===== config.mk =====
export PLATFORM = sky130hd
export DESIGN_NAME = codec_seq
export DESIGN_NICKNAME = d
export VERILOG_FILES = /design/src/rtl/codec_seq_pkg.sv /design/src/rtl/codec_seq_step_rom.sv /design/src/rtl/codec_seq_lock_timer.sv /design/src/rtl/codec_seq.sv
export SDC_FILE = /design/constraint.sdc
export NUM_CORES = 1
export LEC_CHECK = 0
export BUFFER_PORTS_ARGS = -buffer_cell sky130_fd_sc_hd__buf_2
export CORE_ASPECT_RATIO = 1.1
export CORE_MARGIN = 2
export CORE_UTILIZATION = 62
export CTS_BUF_LIST = sky130_fd_sc_hd__clkbuf_2 sky130_fd_sc_hd__clkbuf_4 sky130_fd_sc_hd__clkbuf_8
export CTS_CLUSTER_DIAMETER = 120
export DETAILED_ROUTE_END_ITERATION = 10
export GPL_TIMING_DRIVEN = 0
export PLACE_DENSITY = 0.87
export SLEW_MARGIN = 20
export SYNTH_ARGS = -nofsm -noshare
export SYNTH_HDL_FRONTEND = slang
export SYNTH_SLANG_ARGS = --single-unit

===== constraint.sdc =====
create_clock -name clk -period 3.7 [get_ports clk]
set_input_delay 0.185 -clock clk [delete_from_list [all_inputs] [get_ports clk]]
set_output_delay 0.185 -clock clk [all_outputs]
set_load 0.02 [all_outputs]

===== src/rtl/codec_seq_pkg.sv =====
package codec_seq_pkg;

    typedef enum logic [2:0] {
        ST_IDLE,
        ST_CFG,
        ST_LOCK,
        ST_PWR,
        ST_TEAR
    } seq_state_e;

    localparam int STEP_COUNT = 16;
    localparam int IDX_W      = $clog2(STEP_COUNT);

    // step index ranges for the three write groups
    localparam logic [IDX_W-1:0] CFG_FIRST  = IDX_W'(0);
    localparam logic [IDX_W-1:0] CFG_LAST   = IDX_W'(10);
    localparam logic [IDX_W-1:0] PWR_FIRST  = IDX_W'(11);
    localparam logic [IDX_W-1:0] PWR_LAST   = IDX_W'(12);
    localparam logic [IDX_W-1:0] TEAR_FIRST = IDX_W'(13);
    localparam logic [IDX_W-1:0] TEAR_LAST  = IDX_W'(15);

    typedef struct packed {
        logic [7:0] addr;
        logic [7:0] data;
    } reg_write_t;

    function automatic reg_write_t step_lookup(input int idx);
        reg_write_t w;
        case (idx)
            0:  w = '{addr: 8'h05, data: 8'h27}; // sample rate
            1:  w = '{addr: 8'h02, data: 8'h20}; // route converter to speaker
            2:  w = '{addr: 8'h03, data: 8'h08}; // amplifier gain
            3:  w = '{addr: 8'h06, data: 8'h3C}; // limiter timing
            4:  w = '{addr: 8'h08, data: 8'hE1}; // limiter reference
            5:  w = '{addr: 8'h0B, data: 8'h00}; // limiter extra bits
            6:  w = '{addr: 8'h07, data: 8'h20}; // limiter enable
            7:  w = '{addr: 8'h09, data: 8'h91}; // input volume left
            8:  w = '{addr: 8'h0C, data: 8'h91}; // input volume right
            9:  w = '{addr: 8'h0A, data: 8'h28}; // output volume left
            10: w = '{addr: 8'h0D, data: 8'h28}; // output volume right
            11: w = '{addr: 8'h00, data: 8'h74}; // power up
            12: w = '{addr: 8'h02, data: 8'hA0}; // leave power-save
            13: w = '{addr: 8'h02, data: 8'h20}; // enter power-save
            14: w = '{addr: 8'h02, data: 8'h00}; // drop the route
            15: w = '{addr: 8'h00, data: 8'h40}; // power down
            default: w = '0;
        endcase
        return w;
    endfunction

endpackage


===== src/rtl/codec_seq_step_rom.sv =====
module codec_seq_step_rom
    import codec_seq_pkg::*;
(
    input  logic [IDX_W-1:0] idx_i,
    output reg_write_t       entry_o
);

    reg_write_t table_w [STEP_COUNT];

    for (genvar g = 0; g < STEP_COUNT; g++) begin : g_entry
        assign table_w[g] = step_lookup(g);
    end

    assign entry_o = table_w[idx_i];

endmodule


===== src/rtl/codec_seq_lock_timer.sv =====
module codec_seq_lock_timer #(
    parameter int LOCK_CYCLES = 100
) (
    input  logic clk,
    input  logic rst_n,
    input  logic load_i,
    output logic expired_o
);

    localparam int CNT_W = $clog2(LOCK_CYCLES + 1);
    localparam logic [CNT_W-1:0] LOAD_VAL = CNT_W'(LOCK_CYCLES - 1);

    logic [CNT_W-1:0] cnt_d, cnt_q;

    always_comb begin
        cnt_d = cnt_q;
        if (load_i) begin
            cnt_d = LOAD_VAL;
        end else if (cnt_q != '0) begin
            cnt_d = cnt_q - 1'b1;
        end
    end

    always_ff @(posedge clk or negedge rst_n) begin
        if (!rst_n) begin
            cnt_q <= '0;
        end else begin
            cnt_q <= cnt_d;
        end
    end

    assign expired_o = (cnt_q == '0);

endmodule


===== src/rtl/codec_seq.sv =====
module codec_seq
    import codec_seq_pkg::*;
#(
    parameter int LOCK_CYCLES = 100
) (
    input  logic       clk,
    input  logic       rst_n,
    input  logic       start_i,
    input  logic       stop_i,
    output logic [7:0] bus_addr_o,
    output logic [7:0] bus_data_o,
    output logic       bus_wr_o,
    input  logic       bus_rdy_i,
    output logic       busy_o,
    output logic       done_o
);

    typedef struct packed {
        seq_state_e       state;
        logic [IDX_W-1:0] idx;
        logic             done;
    } seq_reg_t;

    seq_reg_t   seq_d, seq_q;
    reg_write_t cur_w;
    logic       lock_load;
    logic       lock_expired;
    logic       writing;
    logic       accepted;
    logic       at_last;

    codec_seq_step_rom u_rom (
        .idx_i   (seq_q.idx),
        .entry_o (cur_w)
    );

    codec_seq_lock_timer #(
        .LOCK_CYCLES (LOCK_CYCLES)
    ) u_timer (
        .clk       (clk),
        .rst_n     (rst_n),
        .load_i    (lock_load),
        .expired_o (lock_expired)
    );

    always_comb begin
        writing = (seq_q.state == ST_CFG) || (seq_q.state == ST_PWR) ||
                  (seq_q.state == ST_TEAR);
        accepted = writing && bus_rdy_i;
        unique case (seq_q.state)
            ST_CFG:  at_last = (seq_q.idx == CFG_LAST);
            ST_PWR:  at_last = (seq_q.idx == PWR_LAST);
            ST_TEAR: at_last = (seq_q.idx == TEAR_LAST);
            default: at_last = 1'b0;
        endcase
    end

    always_comb begin
        seq_d      = seq_q;
        seq_d.done = 1'b0;
        lock_load  = 1'b0;
        unique case (seq_q.state)
            ST_IDLE: begin
                if (start_i) begin
                    seq_d.state = ST_CFG;
                    seq_d.idx   = CFG_FIRST;
                end else if (stop_i) begin
                    seq_d.state = ST_TEAR;
                    seq_d.idx   = TEAR_FIRST;
                end
            end
            ST_CFG: begin
                if (accepted) begin
                    if (at_last) begin
                        seq_d.state = ST_LOCK;
                        lock_load   = 1'b1;
                    end else begin
                        seq_d.idx = seq_q.idx + 1'b1;
                    end
                end
            end
            ST_LOCK: begin
                if (lock_expired) begin
                    seq_d.state = ST_PWR;
                    seq_d.idx   = PWR_FIRST;
                end
            end
            ST_PWR, ST_TEAR: begin
                if (accepted) begin
                    if (at_last) begin
                        seq_d.state = ST_IDLE;
                        seq_d.done  = 1'b1;
                    end else begin
                        seq_d.idx = seq_q.idx + 1'b1;
                    end
                end
            end
            default: begin
                seq_d.state = ST_IDLE;
            end
        endcase
    end

    always_ff @(posedge clk or negedge rst_n) begin
        if (!rst_n) begin
            seq_q <= '{state: ST_IDLE, idx: '0, done: 1'b0};
        end else begin
            seq_q <= seq_d;
        end
    end

    assign bus_wr_o   = writing;
    assign bus_addr_o = writing ? cur_w.addr : 8'h00;
    assign bus_data_o = writing ? cur_w.data : 8'h00;
    assign busy_o     = (seq_q.state != ST_IDLE);
    assign done_o     = seq_q.done;

endmodule


==> flow_summary.ini <==
[run_status]
outcome = finished, final reports clean

[timing]
fin_crit_ns = 2.64
worstMarginPinSlew_ns = 0.856
finalHoldViolations = 0
skew_ns = 0.00152
relSlewSlack_pct = 43.0
rsz0062_at_grt = no
tns_ns = 0
setup_viol = 0
slew_violations = 0
fmaxAchievable_ghz = 0.379
post-route-period-util_pct = 71.4

[cts]
postCtsHoldBufs = 1
numClockSinks = 15
cts_max_path_buffers = 2
cts_tree = yes
h-tree-depth = 1
cts_resized = 0
cts_setup_buffers = 0
cts_root_buf = clkbuf_4
clock_latency_ns = 0.29
clk_pin_slew_worst_paths_ns = 0.09
numCtsBuffers = 3

[yosys]
yosysSeqAreaShare_pct = 26.6
synth_area_leader_cell = dfrtp_1
avgSynthCellArea_sq_um = 7.71
yosysTopAreaCellShare_pct = 26.6
syn_inst = 183
yosysMostFrequentCell = nor2_1
synth_flop_cell = dfrtp_1
yosys_register_bits = 15
synth_edf_count = 0
synthArstFlopShare_pct = 100
syn_area_sq_mm = 0.00141
synth_top_cells_by_count = nor2_1, a21oi_1, dfrtp_1
ys_warn_count = 0
synthTopCellsByArea = dfrtp_1, ha_1, a21oi_1, nor2_1, xnor2_1
ys_types = 47

[power_and_ir_drop]
switching_share_pct = 54.7
leakage_nw = 0.693
ir_worst_vdd_v = 0.000546
p_int_uw = 705
combPwrFrac_pct = 74.2
power.density_mw_per_mm2 = 985
p_clk_share_pct = 6.3
p_sw_uw = 852
seq_power_share_pct = 19.5

[global_route]
grt.total_usage_pct = 29.5
grt_antenna_before_repair = 0
grt_pass1_wl_mm = 5.91
overflow = 0
grt_max_degree = 16
grt_pass1_vias = 1280

[setup_path]
rrSetupSlack_ns = 1.27
r2r-end = seq_q[3]
cp-startpoint = seq_q[6]
crit_arrival_ns = 2.46
worstRegToRegCells = 7
cp_max_fo = 10
startpoint_type = flip-flop
worst-endpoint-required_ns = 3.51
path_class = reg -> out
worst_setup_path_end_kind = output port
r2r_start = seq_q[3]
crit_path_end = bus_data_o[1]

[min_path]
min_from = stop_i
hp-class = in -> reg

[die]
die_w_microns = 49.5
num_rows = 18
die_y_microns = 54.0
fp.coreArea_sq_mm = 0.00221
dieArea_sq_mm = 0.00267
start_util_pct = 63.9
io_pins = 24

[detailed_routing]
firstDrtPassIters = 6
via_per_inst = 6.13
remaining_drc_errors = 0
first_iter_violations = 64
antenna_left = 0
via_count = 1458
drt-total-wl_mm = 3.54
wl_per_cell_microns = 14.9

[cells_and_area]
final_cells = 238
final_area_sq_mm = 0.00158
syn2layout_area_growth_pct = 12.2
antenna_cells = 0
nets = 223
drive_gt1_share_pct = 15.9

[place]
dpl_cell_area_sq_mm = 0.00154
hpwl_mm = 2.63
placedCellCount = 233
io_buffers = 17
gp_congestion = 0.921

[run]
maxCapViolCount = 0
## worst min-delay path by stage
| stage | endpoint | slack, ns | cells past startpoint |
|---|---|---|---|
| 2_1_floorplan | done_o | -0.11 | 0 |
| 3_3_place_gp | seq_q[4] | 0.09 | 1 |
| 3_5_place_dp | seq_q[4] | 0.10 | 1 |
| 4_1_cts | seq_q[7] | 0.30 | 4 |
| 5_1_grt | seq_q[7] | 0.34 | 4 |
| 6_report | seq_q[7] | 0.30 | 4 |
## cell type report
class | instances | area [sq um]
buffer | 18 | 85.1
timing repair buffer | 18 | 95.1
fill | 193 | 626
sequential | 15 | 375
tap | 30 | 37.5
clock buffer | 3 | 22.5
multi-input combinational | 143 | 923
inverter | 10 | 37.5
clock inverter | 1 | 5.00
## layout by cell type, fill, tap and decap left out, drive strengths merged, types with 2 or more instances in the layout
master   netlist  final
a211oi         3      3
a21oi         15     15
a221oi         2      2
a31oi          3      3
and3           2      2
buf            6     23
clkbuf        12     15
conb           1      4
dfrtp         15     15
ha             9      9
inv           10     10
mux2i          2      2
nand2         14     14
nand2b         2      2
nand3          4      4
nand4bb        2      2
nor2          19     19
nor2b          5      5
nor3          11     11
nor4           3      3
o211ai         3      3
o21ai         10     10
or3            3      3
xnor2          7      7
## per-stage QoR
step	utilization [%]	hold WS [ns]	worst slack [ns]	power [mW]
2_1_floorplan	-	-0.111	1.65	1.16
3_3_place_gp	70.0	0.0920	1.34	1.40
3_5_place_dp	70.0	0.100	1.31	1.44
4_1_cts	71.7	0.298	1.12	1.54
5_1_grt	71.7	0.340	0.825	1.70
6_report	71.7	0.299	1.06	1.56
## state kept, by name, indices dropped and copies added, names as in the netlist
register	count
seq_q	7
u_timer.cnt_q	7
done_o	1
## power groups by stage
stage / clock (mW) / sequential, mW / combinational [mW]
6_report: 0.0982 / 0.303 / 1.16
5_1_grt: 0.110 / 0.316 / 1.28
4_1_cts: 0.100 / 0.301 / 1.14
3_5_place_dp: 0 / 0.304 / 1.14
3_3_place_gp: 0 / 0.298 / 1.10
2_1_floorplan: 0 / 0.285 / 0.872
## cells by family (layout without fill, tap and decap cells)
logic type / Yosys count / in the layout / share of synthesized area (%)
and+or+nand+nor: 73 / 73 / 27.2
AOI/OAI and AO/OA: 48 / 48 / 23.5
buffers and inverters: 28 / 50 / 8.70
DFF: 15 / 15 / 26.6
adders and majority gates: 9 / 9 / 7.99
xor gates and xnor gates: 7 / 7 / 4.35
muxes: 2 / 2 / 1.42
other: 1 / 4 / 0.266
## metal layers
| layer | wire (microns) | GRT usage, % | share of wire [%] |
|---|---|---|---|
| met5 | 0 | 0 | 0 |
| met2 | 1740 | 51.4 | 49 |
| met4 | 118 | 15.7 | 3.3 |
| met1 | 1450 | 35.9 | 41 |
| met3 | 232 | 4.44 | 6.6 |
## worst max-delay path, cell delays in order (launching register included)
cell      delay, ns
dfrtp_1        0.39
clkbuf_1       0.33
nor2_1         0.18
a21oi_1        0.72
inv_2          0.15
and4_1         0.24
buf_2          0.15
Note: power is estimated with default switching activity, not from simulation.
